**src/rtl/swmx_pkg.sv**
```systemverilog
package swmx_pkg;

   // Class of a bank command after decoding
   typedef enum logic [1:0] {
      CMD_SEL  = 2'd0,   // close one switch, open the rest
      CMD_CLR  = 2'd1,   // open the whole bank
      CMD_COPY = 2'd2,   // staging -> live in one edge
      CMD_HOLD = 2'd3    // no effect
   } cmd_kind_e;

endpackage

```
**src/rtl/swmx_cmd_dec.sv**
```systemverilog
module swmx_cmd_dec
   import swmx_pkg::*;
#(
   parameter int SW_N   = 16,
   parameter int DATA_W = 8
) (
   input  logic [DATA_W-1:0] code,
   output cmd_kind_e         kind,
   output logic [SW_N-1:0]   sel_vec
);
   localparam int CODE_CLR  = SW_N;
   localparam int CODE_COPY = SW_N + 1;

   always_comb begin
      sel_vec = '0;
      if (int'(code) < SW_N) begin
         kind = CMD_SEL;
         for (int i = 0; i < SW_N; i++) begin
            if (int'(code) == i) sel_vec[i] = 1'b1;
         end
      end else if (int'(code) == CODE_CLR) begin
         kind = CMD_CLR;
      end else if (int'(code) == CODE_COPY) begin
         kind = CMD_COPY;
      end else begin
         kind = CMD_HOLD;
      end
   end
endmodule

```
**src/rtl/swmx_addr_dec.sv**
```systemverilog
module swmx_addr_dec #(
   parameter int ADDR_W   = 8,
   parameter int NBANK    = 2,
   parameter int BYTES    = 2,
   parameter int DIR_BASE = 'h00,
   parameter int SHD_BASE = 'h10,
   parameter int CMD_BASE = 'h14
) (
   input  logic [ADDR_W-1:0]      addr,
   output logic [NBANK*BYTES-1:0] dir_hit,
   output logic [NBANK*BYTES-1:0] shd_hit,
   output logic [NBANK-1:0]       cmd_hit
);
   localparam int NBYTES = NBANK * BYTES;

   genvar gi;
   generate
      for (gi = 0; gi < NBYTES; gi++) begin : g_byte
         assign dir_hit[gi] = (addr == ADDR_W'(DIR_BASE + gi));
         assign shd_hit[gi] = (addr == ADDR_W'(SHD_BASE + gi));
      end
      for (gi = 0; gi < NBANK; gi++) begin : g_cmd
         assign cmd_hit[gi] = (addr == ADDR_W'(CMD_BASE + gi));
      end
   endgenerate
endmodule

```
**src/rtl/swmx_bank.sv**
```systemverilog
module swmx_bank
   import swmx_pkg::*;
#(
   parameter int SW_N   = 16,
   parameter int DATA_W = 8
) (
   input  logic              clk,
   input  logic              rst_n,
   input  logic [DATA_W-1:0] wdata,
   input  logic [SW_N/DATA_W-1:0] dir_we,
   input  logic [SW_N/DATA_W-1:0] shd_we,
   input  logic              cmd_we,
   output logic [SW_N-1:0]   live,
   output logic [SW_N-1:0]   shadow
);
   localparam int BYTES = SW_N / DATA_W;

   cmd_kind_e       kind;
   logic [SW_N-1:0] sel_vec;
   logic [SW_N-1:0] cmd_next;

   swmx_cmd_dec #(.SW_N(SW_N), .DATA_W(DATA_W)) u_dec (
      .code    (wdata),
      .kind    (kind),
      .sel_vec (sel_vec)
   );

   always_comb begin
      unique case (kind)
         CMD_SEL:  cmd_next = sel_vec;
         CMD_CLR:  cmd_next = '0;
         CMD_COPY: cmd_next = shadow;
         default:  cmd_next = live;
      endcase
   end

   // Live state: a bank command outranks byte writes
   always_ff @(posedge clk) begin
      if (!rst_n) begin
         live <= '0;
      end else if (cmd_we) begin
         live <= cmd_next;
      end else begin
         for (int j = 0; j < BYTES; j++) begin
            if (dir_we[j]) live[j*DATA_W +: DATA_W] <= wdata;
         end
      end
   end

   // Staging bytes
   always_ff @(posedge clk) begin
      if (!rst_n) begin
         shadow <= '0;
      end else begin
         for (int j = 0; j < BYTES; j++) begin
            if (shd_we[j]) shadow[j*DATA_W +: DATA_W] <= wdata;
         end
      end
   end
endmodule

```
**src/rtl/swmx_ctrl.sv**
```systemverilog
module swmx_ctrl #(
   parameter int ADDR_W   = 8,
   parameter int DATA_W   = 8,
   parameter int SW_N     = 16,
   parameter int DIR_BASE = 'h00,
   parameter int SHD_BASE = 'h10,
   parameter int CMD_BASE = 'h14
) (
   input  logic              clk,
   input  logic              rst_n,
   input  logic [ADDR_W-1:0] reg_addr,
   input  logic [DATA_W-1:0] reg_wdata,
   input  logic              reg_wr,
   input  logic              reg_rd,
   output logic [DATA_W-1:0] reg_rdata,
   output logic [SW_N-1:0]   sw_a,
   output logic [SW_N-1:0]   sw_b
);
   localparam int NBANK  = 2;
   localparam int BYTES  = SW_N / DATA_W;
   localparam int NBYTES = NBANK * BYTES;

   generate
      if (SW_N % DATA_W != 0) begin : g_bad_width
         $error("SW_N must be a whole number of data bytes");
      end
      if (SW_N + 3 > (1 << DATA_W)) begin : g_bad_code
         $error("command codes do not fit the data width");
      end
      if (SHD_BASE < DIR_BASE + NBYTES || CMD_BASE < SHD_BASE + NBYTES) begin : g_bad_map
         $error("register regions overlap");
      end
   endgenerate

   logic [NBYTES-1:0] dir_hit, shd_hit;
   logic [NBANK-1:0]  cmd_hit;
   logic [SW_N-1:0]   live_v [NBANK];
   logic [SW_N-1:0]   shd_v  [NBANK];
   logic [SW_N-1:0]   shd_a_int, shd_b_int;
   logic [DATA_W-1:0] rd_mux;

   swmx_addr_dec #(
      .ADDR_W(ADDR_W), .NBANK(NBANK), .BYTES(BYTES),
      .DIR_BASE(DIR_BASE), .SHD_BASE(SHD_BASE), .CMD_BASE(CMD_BASE)
   ) u_adec (
      .addr    (reg_addr),
      .dir_hit (dir_hit),
      .shd_hit (shd_hit),
      .cmd_hit (cmd_hit)
   );

   genvar gb;
   generate
      for (gb = 0; gb < NBANK; gb++) begin : g_bank
         swmx_bank #(.SW_N(SW_N), .DATA_W(DATA_W)) u_bank (
            .clk    (clk),
            .rst_n  (rst_n),
            .wdata  (reg_wdata),
            .dir_we (dir_hit[gb*BYTES +: BYTES] & {BYTES{reg_wr}}),
            .shd_we (shd_hit[gb*BYTES +: BYTES] & {BYTES{reg_wr}}),
            .cmd_we (cmd_hit[gb] & reg_wr),
            .live   (live_v[gb]),
            .shadow (shd_v[gb])
         );
      end
   endgenerate

   assign sw_a      = live_v[0];
   assign sw_b      = live_v[1];
   assign shd_a_int = shd_v[0];
   assign shd_b_int = shd_v[1];

   // Command registers and holes read as zero by omission
   always_comb begin
      rd_mux = '0;
      for (int k = 0; k < NBYTES; k++) begin
         if (dir_hit[k]) rd_mux = live_v[k / BYTES][(k % BYTES)*DATA_W +: DATA_W];
         if (shd_hit[k]) rd_mux = shd_v[k / BYTES][(k % BYTES)*DATA_W +: DATA_W];
      end
   end

   always_ff @(posedge clk) begin
      if (!rst_n) reg_rdata <= '0;
      else        reg_rdata <= reg_rd ? rd_mux : '0;
   end
endmodule

```
**config.mk**
```make
export PLATFORM = sky130hd
export DESIGN_NAME = swmx_ctrl
export DESIGN_NICKNAME = d
export VERILOG_FILES = /design/src/rtl/swmx_pkg.sv /design/src/rtl/swmx_cmd_dec.sv /design/src/rtl/swmx_addr_dec.sv /design/src/rtl/swmx_bank.sv /design/src/rtl/swmx_ctrl.sv
export SDC_FILE = /design/constraint.sdc
export NUM_CORES = 1
export LEC_CHECK = 0
export CORE_UTILIZATION = 30
export DETAILED_ROUTE_END_ITERATION = 8
export GPL_ROUTABILITY_DRIVEN = 1
export PLACE_DENSITY = 0.6
export REMOVE_ABC_BUFFERS = 1
export SLEW_MARGIN = 20
export SYNTH_ARGS = -nofsm -noshare
export SYNTH_HDL_FRONTEND = slang
export SYNTH_HIERARCHICAL = 1
export SYNTH_SLANG_ARGS = --single-unit
export TNS_END_PERCENT = 5
```
**constraint.sdc**
```tcl
create_clock -name clk -period 7.4 [get_ports clk]
set_input_delay 1.11 -clock clk [delete_from_list [all_inputs] [get_ports clk]]
set_output_delay 1.11 -clock clk [all_outputs]
set_load 0.05 [all_outputs]
```
# [Word-level counts from Yosys, hierarchy flattened]
# Cells that the tools add are included.
[classes] order_cmp=1 n_reduce_logical=12 n_shift=0 addsub=0 n_div=0 n_eq_ne=30 mul=0 n_bitwise=6 muxes=36
[ops] cell="== test 8 x 5 -> 1 bit (second input constant)" count=14
[ops] cell="2-to-1 mux 8 bit" count=12
[ops] cell="case mux 16 bit (3 select lines)" count=2
[ops] cell="2-to-1 mux 16 bit" count=3
[ops] cell="== test 8 x 4 -> 1 bit (second input constant)" count=4
[ops] cell="== test 8 x 2 -> 1 bit (second input constant)" count=3
[ops] cell="2-to-1 mux 1 bit" count=17
[ops] cell="== test 8 x 3 -> 1 bit (second input constant)" count=2
[ops] cell="== test 8 x 6 -> 1 bit (second input constant)" count=2
[ops] cell="zero test 8 bit" count=2
[ops] cell="AND reduction 2 bit" count=5
[ops] cell="bitwise AND 2 bit" count=4
[ops] cell="== test 8 x 1 -> 1 bit (second input constant)" count=1
[ops] cell="< comparator 8 x 5 -> 1 bit (second input constant)" count=1
[ops] cell="!= test 4 bit (second input constant)" count=2
[ops] cell="nonzero test 2 bit" count=4
[ops] cell="2-to-1 mux 2 bit" count=2
[ops] cell="bitwise AND 1 bit" count=2
[ops] cell="== test 2 x 1 -> 1 bit (second input constant)" count=1
[ops] cell="== test 2 bit (second input constant)" count=1
[ops] cell="zero test 2 bit" count=1
[totals] elab_cells=94 inputBits=20 mem_bits_ro=0 reg_bits=72 ramBits=0 latchBits=0 out_inout_bits=40 n_memories=0

# [Depth between registers and ports, before layout]
# Gate-level depths: netlist of the first run.
[depth] ltp_word=9 mapped_depth=10 depth_no_buf=8

# [Cells and area by module]
# Netlist of the first run, hierarchy kept.
[modules_own_cells] module="swmx_bank" area_per_inst_um2=1565.3 instances=2 seq_area_each_um2=640.6 cells_each=186
[modules_own_cells] module="swmx_ctrl" area_per_inst_um2=769.5 instances=1 seq_area_each_um2=160.2 cells_each=97
[modules_own_cells] module="swmx_cmd_dec" area_per_inst_um2=217.7 instances=2 seq_area_each_um2=0.0 cells_each=30
[modules_own_cells] module="swmx_addr_dec" area_per_inst_um2=120.1 instances=1 seq_area_each_um2=0.0 cells_each=18

# [Worst setup path after synthesis of the first run]
# OpenSTA, ideal clock, no wires.
[synth_path] kind="input to register" startpoint="input reg_addr[5]" endpoint="register g_bank[1].u_bank.shadow[10]" setup_time_ns=0.128 path_stages=8 n_path_buf=3 required_ns=7.272 arrival_ns=3.346 path_slack_ns=3.926 path_cell_list="or4b_1 -> clkbuf_2 -> nor4_1 -> buf_2 -> and2_1 -> clkbuf_1 -> mux2i_1 -> nor2_1"
[synth_via] elab_chain_cells=2
[synth_lines] element="start, declared" line="swmx_ctrl.sv:11" rtl="input logic [ADDR_W-1:0] reg_addr,"
[synth_lines] element="== test 8 x 5 -> 1 bit" line="swmx_addr_dec.sv:20" rtl="assign shd_hit[gi] = (addr == ADDR_W'(SHD_BASE + gi));"
[synth_lines] element="via shd_hit[3]" line="swmx_ctrl.sv:35" rtl="logic [NBYTES-1:0] dir_hit, shd_hit;"
[synth_lines] element="bitwise AND 2 bit" line="swmx_ctrl.sv:60" rtl=".shd_we (shd_hit[gb*BYTES +: BYTES] & {BYTES{reg_wr}}),"
[synth_lines] element="end signal, assigned by index" line="swmx_bank.sv:56" rtl="if (shd_we[j]) shadow[j*DATA_W +: DATA_W] <= wdata;"
[synth_lines] element="end, declared" line="swmx_bank.sv:14" rtl="output logic [SW_N-1:0] shadow"
# The timed path passes the listed nets, and every way through them passes these cells.
# A chain may end at the register's enable or synchronous reset.

# [Worst setup path after layout of the first run]
[layout_path] startpoint="input reg_wdata[3]" endpoint="register g_bank[1].u_bank.live[12]"
[layout_via] elab_cells_between_ends=16 cone_classes="order compare: 1; eq/ne: 6; mux: 7; reduce/logical: 2"
[layout_lines] element="start, declared" line="swmx_ctrl.sv:12" rtl="input logic [DATA_W-1:0] reg_wdata,"
[layout_lines] element="parallel branches: the longest is 2 deep, another holds < comparator 8 x 5 -> 1 bit"
[layout_lines] element="2-to-1 mux 2 bit *" line="swmx_cmd_dec.sv:16" rtl="if (int'(code) < SW_N) begin"
[layout_lines] element="via g_bank[1].u_bank.kind[1]" line="swmx_bank.sv:18" rtl="cmd_kind_e kind;"
[layout_lines] element="== test 2 bit (tied with other cells)" line="swmx_bank.sv:29" rtl="unique case (kind)"
[layout_lines] element="case mux 16 bit (3 select lines) or != test 4 bit (tied branches)"
[layout_lines] element="2-to-1 mux 16 bit or AND reduction 2 bit (tied branches)"
[layout_lines] element="end signal, assigned" line="swmx_bank.sv:42" rtl="live <= cmd_next;"
[layout_lines] element="end signal, assigned by index" line="swmx_bank.sv:45" rtl="if (dir_we[j]) live[j*DATA_W +: DATA_W] <= wdata;"
[layout_lines] element="end, declared" line="swmx_bank.sv:13" rtl="output logic [SW_N-1:0] live,"
# Mark *: on every way through the listed nets, which the timed path passes.

==> metrics.yaml, run 1 <==
run_status: "finished, final reports clean"
startpoint_type: "input pin"
synth_cell_types: 47
wl_met1_um: 6190
numCtsBuffers: 9
fin_skew_ns: 0.00576
power_density_nw_per_um2: 166
slowest_stage: "clkdlybuf4s50_1"
cts.sinks: 72
synth.area.top_cells: "dfxtp_1 (32%), mux2i_1 (7.2%), a21oi_1 (6.5%)"
dr_wl_met2_um: 6270
routed_wl_um: 13800
rows: 44
diodes: 0
viasPerCell: 5.64
ys_seq_elements: 72
ctsHoldBuffers: 0
crit_fanout: 24
hold_viol: 0
rr_startpoint: "g_bank[0].u_bank/live[5]$_SDFFE_PN0P_"
netlist_area_sq_um: 4460
antenna_found_initial: 0
dieArea_sq_um: 15300
p_total_mw: 0.897
grt_overflow: 0
whs_ns: 0.470
num_vias: 4381
cpPeakStageDelay_ns: 0.89
vdd_drop_max_v: 0.000103
drt_iter0_drc: 451
io_pins: 60
fin_cells: 777
synth_edf_count: 0
synth.avg_cell_area_sq_um: 8.15
yosysTopAreaCell: "dfxtp_1"
drv_slew: 0
post-cts-setup-buffers: 0
hp-class: "reg2reg"
wl_met3_um: 960
cts_tree: "yes"
yosysWarnings: 6
dpl_cell_area_sq_um: 5110
drive_gt1_share_pct: 10.6
synth_ff_type: "dfxtp_1"
fill_cells: 1500
synth_top_cell_area_share_pct: 32.4
place_congestion: 0.855
placed_cells_incl_taps: 761
period_share_pct: 61.8
post_cts_resized: 0
rsz0062_at_grt: "no"
fmax_ghz: 0.219
slew_headroom_pct: 29.3
grt_max_degree: 33
clk_latency_ns: 0.34
fin_ws_ns: 2.83
die_w_um: 124
grt_usage_pct: 18.5
root_buffer: "clkbuf_16"
critPathLaunch: "reg_wdata[3]"
final_antenna_net_count: 0
grt_pass1_vias: 4078
fin_crit_ns: 4.57
layout-area-overhead-vs-synth_pct: 21.6
cp_data_arrival_time_ns: 4.75
hp-start: "g_bank[0].u_bank/live[6]$_SDFFE_PN0P_"
dr.pass1.iters: 5
worst_pin_slew_ns: 1.06
post_drt_wl_per_cell_um: 17.8
clockBufferDepth: 2
cp-end-kind: "flop"
core_area_sq_um: 14500
fin_util_pct: 37.3
async_flop_share_pct: 0
start_util_pct: 30.7
cts.clk_slew.worst_paths_ns: 0.06
pre_cts_ws_ns: 2.54
die_y_um: 124
finalSetupViolCount: 0
syn_inst: 547
fin_tns_setup_ns: 0
synth.yosys.seq_area_share_pct: 32.4
maxCapViolations: 0
yosys-top-cells-count: "dfxtp_1 (72), nand2_1 (68), a21oi_1 (58)"
path_cells: "clkdlybuf4s50_1, or4_1, a21o_1, inv_1, ha_1, o21ai_0, buf_4, a22o_1, a21oi_1"
fin_nets: 612
port_buffers: 59
design_area_sq_um: 5420
criticalPathCategory: "in2reg"
dp_hpwl_um: 9560
drc: 0
htree_levels: 3
leakage_nw: 1.86
yosysMostFrequentCell: "dfxtp_1"
cp.required_ns: 7.58
grt_pass1_wl_um: 21700
dr.max_layer_used: "met4"
## flip-flops by register name, summed over array words and instances, names as in the netlist
signal                flops
g_bank.u_bank/live       32
g_bank.u_bank/shadow     32
reg_rdata                 8
## final cells by class
cell class	instances	area [sq um]	area share, %
Multi-Input combinational cell	425	2740	50.6
Sequential cell	72	1440	26.6
Timing Repair Buffer	66	643	11.9
Clock buffer	11	253	4.66
Tap cell	184	230	4.25
Clock inverter	5	55.1	1.02
Inverter	14	55.1	1.02
## critical path: cells and delay by family
| family | cells | cell delay, ns |
|---|---|---|
| AO/OA/AOI/OAI | 4 | 1.25 |
| AND/OR/NAND/NOR | 1 | 0.74 |
| buffers and inverters | 3 | 1.25 |
| adder cells (fa/ha/maj) | 1 | 0.39 |
## cells in the final DEF, fill, tap and decap left out, types with 4 or more instances in the layout
cell type and count:
a211oi_1 4, ha_1 4, a32oi_1 4, nor3_1 15, o21ai_2 5, o21ai_0 15
clkbuf_16 9, a22oi_1 7, nand2b_1 10, clkdlybuf4s50_1 59, dfxtp_1 72, o31a_1 7
and2_1 11, o22ai_1 15, nor4_2 4, nor4_1 13, a21o_1 4, a21oi_1 58
nor3_2 6, nand2_1 68, inv_1 13, nor2_1 40, mux2i_1 32, nor2b_1 26
and2b_2 12, a22o_1 28, buf_4 7, a221oi_1 14
## final timing paths
kind                                                  to  slack, ns  depth (start not counted)
setup / recovery  g_bank[1].u_bank/live[12]$_SDFFE_PN0P_       2.83                          9
hold reg to reg    g_bank[0].u_bank/live[6]$_SDFFE_PN0P_       0.47                          2
setup reg to reg                 reg_rdata[5]$_SDFF_PN0_       6.20                          4
hold / removal     g_bank[0].u_bank/live[6]$_SDFFE_PN0P_       0.47                          2
## power breakdown
part | leakage, nW | switching, mW | total [mW] | internal [mW]
Clock | 0.148 | 0.169 | 0.447 | 0.278
Sequential | 0.580 | 0.000573 | 0.389 | 0.388
Combinational | 1.13 | 0.0418 | 0.0614 | 0.0196
## cell families after synthesis
kind of cell | after synthesis | share of synthesized area [%]
and+or+nand+nor | 225 | 28.1
AOI/OAI and AO/OA | 164 | 24.8
DFF | 72 | 32.4
buffers and inverters | 50 | 6.49
muxes | 32 | 7.19
adders and majority gates | 4 | 1.12
## metal layers
metal	track usage (%)	vias up
met2	29.0	168
met4	8.21	0
met1	24.8	2088
met3	3.02	37
met5	0	-
li1	-	2088
Note: power is estimated with default switching activity, not from simulation.
==> run 2: changes to the inputs <==
Clock period 7.4 ns to 4.53 ns, I/O delays scaled along.
==> run 2 against run 1 <==
Effect of this change: worst hold slack better by 0.0024 ns; power grew 78%; first-iteration DRC count down 9.3%; largest power group unchanged.
==> metrics.yaml, run 2 (synthesized netlist as in run 1, its figures left out) <==
run_status: "finished, final reports clean"
period_share_pct: 81.1
io_pins: 60  # unchanged
htree_levels: 3  # unchanged
power_density_nw_per_um2: 285  # +72%
ctsHoldBuffers: 0  # unchanged
fin_nets: 629  # +2.8%
pre_cts_ws_ns: 0.559  # -1.98 ns
cts_tree: "yes"
r2r-end: "reg_rdata[5]$_SDFF_PN0_"
criticalPathCategory: "in2reg"
drt_iter0_drc: 409  # -9.3%
worstSetupEndpoint: "g_bank[1].u_bank/live[1]$_SDFFE_PN0P_"
post_cts_resized: 0  # unchanged
final_antenna_net_count: 0  # unchanged
cp_data_arrival_time_ns: 3.92  # -0.83 ns
drc: 0  # unchanged
grt_max_degree: 33  # unchanged
final_cell_mix: "dfxtp_1 (72), nand2_1 (68), clkdlybuf4s50_1 (59), a21oi_1 (58), nor2_1 (40)"
crit_fanout: 19  # -21%
rows: 44  # unchanged
finalSetupViolCount: 0  # unchanged
grt_usage_pct: 18.6  # +0.084 points
maxCapViolations: 0  # unchanged
diodes: 0  # unchanged
numCtsBuffers: 9  # unchanged
num_vias: 4402  # +0.48%
critPathLaunch: "reg_wdata[3]"
clockBufferDepth: 2  # unchanged
cts.clk_slew.worst_paths_ns: 0.06  # about the same
r2r_slack_ns: 3.32  # -2.88 ns
drv_slew: 0  # unchanged
die_w_um: 124  # unchanged
core_area_sq_um: 14500  # unchanged
r2r_cells: 4  # unchanged
hp-class: "reg2reg"
startpoint_type: "input pin"
fmax_ghz: 0.272
leakage_nw: 1.96  # +5.8%
final_common_cell: "dfxtp_1"
dp_hpwl_um: 10100  # +6.2%
cp.required_ns: 4.77  # -2.81 ns
routed_wl_um: 13800  # about the same
fin_crit_ns: 3.67
place_congestion: 0.896  # +4.9%
grt_overflow: 0  # unchanged
rr_startpoint: "g_bank[0].u_bank/live[5]$_SDFFE_PN0P_"
start_util_pct: 30.7  # unchanged
grt_pass1_wl_um: 21800  # +0.41%
dr.pass1.iters: 5  # unchanged
post_drt_wl_per_cell_um: 17.5  # -2.0%
hold_viol: 0  # unchanged
cp-end-kind: "flop"
vdd_drop_max_v: 0.000168  # +63%
viasPerCell: 5.55  # -1.5%
rsz0062_at_grt: "no"
fin_tns_setup_ns: 0  # unchanged
antenna_found_initial: 0  # unchanged
fin_skew_ns: 0.00431  # -0.00146 ns
worst_pin_slew_ns: 1.02  # -0.0372 ns
fin_ws_ns: 0.857  # -1.97 ns
clk_latency_ns: 0.33  # about the same
layout-area-overhead-vs-synth_pct: 25.5
drive_gt1_share_pct: 12.8  # +2.2 points
grt_pass1_vias: 4152  # +1.8%
post-cts-setup-buffers: 0  # unchanged
root_buffer: "clkbuf_16"
slew_headroom_pct: 31.8  # +2.5 points
dieArea_sq_um: 15300  # unchanged
fill_cells: 1484  # -1.1%
port_buffers: 59  # unchanged
cts.sinks: 72  # unchanged
reg_top3: "g_bank.u_bank/live: 32 flops, g_bank.u_bank/shadow: 32 flops, reg_rdata: 8 flops"
die_y_um: 124  # unchanged
run 2: area by class of cell:
type,instances,area (sq um),area share [%]
Timing Repair Buffer,83,771,13.8
Inverter,14,55.1,0.984
Multi-Input combinational cell,425,2740,48.9
Tap cell,184,230,4.12
Sequential cell,72,1440,25.8
Clock buffer,9,225,4.03
Clock inverter,6,133,2.37
run 2: through the flow:
stage | power [mW] | util (%) | hold WS [ns] | cell area, sq um | instances
6_report | 1.60 | 38.5 | 0.472 | 5590 | 793
5_1_grt | 1.64 | 38.5 | 0.503 | 5590 | 793
4_1_cts | 1.61 | 38.5 | 0.478 | 5590 | 793
3_5_place_dp | 0.753 | 36.0 | 0.470 | 5240 | 778
3_3_place_gp | 0.752 | 36.0 | 0.463 | 5240 | 778
2_1_floorplan | 0.691 | - | 0.477 | 4220 | 511
run 2: where the power goes:
group	switching (mW)	total [mW]	leakage [nW]	internal, mW
logic	0.0689	0.106	1.21	0.0371
registers	0.000916	0.635	0.580	0.634
clock network	0.265	0.854	0.171	0.589
total	0.334	1.60	1.96	1.26
run 2: worst min-delay path by stage:
stage / startpoint / endpoint / slack [ns] / cells past startpoint
finish: g_bank[0].u_bank/live[5]$_SDFFE_PN0P_ / g_bank[0].u_bank/live[5]$_SDFFE_PN0P_ / 0.47 / 2
global placement: g_bank[0].u_bank/live[5]$_SDFFE_PN0P_ / g_bank[0].u_bank/live[5]$_SDFFE_PN0P_ / 0.46 / 2
global route: g_bank[0].u_bank/live[5]$_SDFFE_PN0P_ / g_bank[0].u_bank/live[5]$_SDFFE_PN0P_ / 0.50 / 2
detailed placement: g_bank[0].u_bank/live[5]$_SDFFE_PN0P_ / g_bank[0].u_bank/live[5]$_SDFFE_PN0P_ / 0.47 / 2
floorplan: g_bank[1].u_bank/shadow[0]$_SDFFE_PN0P_ / g_bank[1].u_bank/shadow[0]$_SDFFE_PN0P_ / 0.48 / 2
CTS: g_bank[0].u_bank/live[5]$_SDFFE_PN0P_ / g_bank[0].u_bank/live[5]$_SDFFE_PN0P_ / 0.48 / 2
run 2: layer usage:
layer  GRT usage, %  routed length [um]  vias up
met5              0                   0        -
met1           24.5                6200     2127
li1               -                   -     2113
met3           2.98                 838       20
met4           7.68                 306        0
met2           30.0                6500      142
run 2: worst max-delay path: stages:
cell and delay [ns]:
clkdlybuf4s50_1 0.69, or4_1 0.66, a21o_1 0.21, inv_1 0.06, ha_1 0.42, and2_1 0.61
a21oi_1 0.16, a22o_1 0.27, a21oi_1 0.16
==> run 3: changes to the inputs <==
Clock period 4.53 ns to 3.4 ns, I/O delays scaled along.
==> run 3 against run 2 <==
Effect of this change: wire length increased by 5.7%; final cell count increased by 0.76%; global-route usage increased by 0.89 points; sequential power increased by 33%; first-iteration DRC count decreased by 3.9%; worst hold slack got worse by 0.011 ns; register-to-register slack got worse by 1.1 ns; sequential share of layout area increased by 0.19 points; largest cell class unchanged; largest power group unchanged.
==> metrics.yaml, run 3 (synthesized netlist as in run 1, its figures left out) <==
dr.pass1.iters: 5  # unchanged
drive_gt1_share_pct: 13.3  # +0.53 points
r2r_slack_ns: 2.21  # -1.11 ns
rsz0062_at_grt: "no"
htree_levels: 3  # unchanged
grt_usage_pct: 19.5  # +0.89 points
final_common_cell: "dfxtp_1"
wl_met1_um: 6270  # +1.2%
slew_headroom_pct: 29.9  # -2.0 points
comb_power_share_pct: 8.0  # +1.4 points
whs_ns: 0.461  # -0.0114 ns
final_antenna_net_count: 0  # unchanged
cp.required_ns: 3.65  # -1.12 ns
worst_pin_slew_ns: 1.05  # +0.0293 ns
startpoint_type: "input pin"
layout-area-overhead-vs-synth_pct: 24.6
drc: 0  # unchanged
design_area_sq_um: 5550  # -0.74%
leakage_nw: 1.96  # -0.27%
die_w_um: 124  # unchanged
fin_nets: 634  # +0.79%
multi_input_area_sq_um: 2740  # unchanged
place_congestion: 0.942  # +5.1%
cts.clk_slew.worst_paths_ns: 0.05  # about the same
grt_overflow: 0  # unchanged
whs_path_depth: 2  # unchanged
io_pins: 60  # unchanged
intPower_mw: 1.40  # +11%
routed_wl_um: 14600  # +5.7%
root_buffer: "clkbuf_16"
die_y_um: 124  # unchanged
fin_crit_ns: 3.21
fill_cells: 1474  # -0.67%
port_buffers: 59  # unchanged
grt_pass1_vias: 4224  # +1.7%
antenna_found_initial: 0  # unchanged
finalSetupViolCount: 0  # unchanged
cp_data_arrival_time_ns: 3.46  # -0.46 ns
hold_viol: 0  # unchanged
dieArea_sq_um: 15300  # unchanged
p_sw_share_pct: 24.0  # +3.1 points
fin_util_pct: 38.2  # -0.28 points
dr.max_layer_used: "met4"
post_cts_resized: 0  # unchanged
fin_ws_ns: 0.187  # -0.670 ns
ctsHoldBuffers: 0  # unchanged
r2r-end: "reg_rdata[2]$_SDFF_PN0_"
reg_top3: "g_bank.u_bank/live: 32 flops, g_bank.u_bank/shadow: 32 flops, reg_rdata: 8 flops"
seqPwrFrac_pct: 45.8  # +6.0 points
final_cell_mix: "dfxtp_1 (72), nand2_1 (68), clkdlybuf4s50_1 (59), a21oi_1 (58), nor2_1 (40)"
hp-class: "reg2reg"
cts_tree: "yes"
seq_area_sq_um: 1440  # unchanged
p_switching_mw: 0.444  # +33%
fmax_ghz: 0.311
drv_slew: 0  # unchanged
min_to: "g_bank[0].u_bank/live[5]$_SDFFE_PN0P_"
cts.sinks: 72  # unchanged
vdd_drop_max_v: 0.000212  # +26%
hp-start: "g_bank[0].u_bank/live[5]$_SDFFE_PN0P_"
criticalPathCategory: "in2reg"
post-cts-setup-buffers: 0  # unchanged
start_util_pct: 30.7  # unchanged
p_total_mw: 1.85  # +16%
grt_pass1_wl_um: 22600  # +3.5%
dp_hpwl_um: 10700  # +5.8%
r2r_cells: 3  # -1
num_vias: 4492  # +2.0%
rr_startpoint: "g_bank[1].u_bank/live[2]$_SDFFE_PN0P_"
grt_max_degree: 33  # unchanged
viasPerCell: 5.62  # +1.3%
fin_skew_ns: 0.00340  # -0.000906 ns
crit_fanout: 16  # -3
diodes: 0  # unchanged
cp-end-kind: "flop"
wl_met3_um: 1050  # +25%
core_area_sq_um: 14500  # unchanged
dr_wl_met2_um: 6750  # +3.8%
period_share_pct: 94.5
post_drt_wl_per_cell_um: 18.3  # +4.9%
drt_iter0_drc: 393  # -3.9%
run_status: "finished, final reports clean"
power_density_nw_per_um2: 333  # +17%
clockBufferDepth: 2  # unchanged
numCtsBuffers: 9  # unchanged
clock_power_share_pct: 46.2  # -7.3 points
clk_latency_ns: 0.34  # about the same
pre_cts_ws_ns: -0.109  # -0.668 ns
dpl_cell_area_sq_um: 5290  # +0.96%
maxCapViolations: 0  # unchanged
rows: 44  # unchanged
==> run 3: layout make-up <==
| class | count | share of cell area [%] |
|---|---|---|
| clock buffer | 12 | 4.44 |
| clock inverter | 4 | 0.361 |
| inverter | 14 | 0.992 |
| multi-input combinational | 425 | 49.3 |
| sequential | 72 | 26.0 |
| tap | 184 | 4.15 |
| timing repair buffer | 88 | 14.8 |
==> run 3: critical path, cell delays in order <==
cell and delay (ns):
clkdlybuf4s50_1 0.51, buf_4 0.22, or4_1 0.59, a21o_1 0.23
inv_1 0.06, ha_1 0.19, and2_1 0.55, a21oi_1 0.17
a22o_1 0.26, a21oi_1 0.14
==> run 3: metal layers <==
metal,GRT usage [%],vias to the layer above
li1,-,2124
met1,25.4,2117
met2,31.0,213
met3,3.07,38
met4,9.86,0
met5,0,-
==> run 3: worst max path at each step <==
stage	to	depth (start not counted)	from	slack (ns)
3_3_place_gp	g_bank[0].u_bank/live[2]$_SDFFE_PN0P_	10	reg_wdata[3]	-0.07
4_1_cts	g_bank[0].u_bank/live[12]$_SDFFE_PN0P_	10	reg_wdata[3]	0.21
6_report	g_bank[0].u_bank/live[12]$_SDFFE_PN0P_	10	reg_wdata[3]	0.19
3_5_place_dp	g_bank[0].u_bank/live[1]$_SDFFE_PN0P_	10	reg_wdata[3]	-0.11
5_1_grt	g_bank[0].u_bank/live[12]$_SDFFE_PN0P_	10	reg_wdata[3]	0.05
2_1_floorplan	g_bank[1].u_bank/shadow[10]$_SDFFE_PN0P_	5	reg_addr[5]	0.22
==> run 3: power groups by stage <==
stage / logic (mW) / clock network, mW / registers, mW
floorplan: 0.0534 / 0 / 0.868
global placement: 0.144 / 0 / 0.865
detailed placement: 0.145 / 0 / 0.865
CTS: 0.146 / 0.871 / 0.846
global route: 0.157 / 0.911 / 0.846
finish: 0.148 / 0.855 / 0.847
==> run 3: metrics by stage <==
stage | TNS [ns] | std cells
finish | 0 | 799
global route | 0 | 799
CTS | 0 | 799
detailed placement | -1.01 | 783
global placement | -0.841 | 783
floorplan | 0 | 511
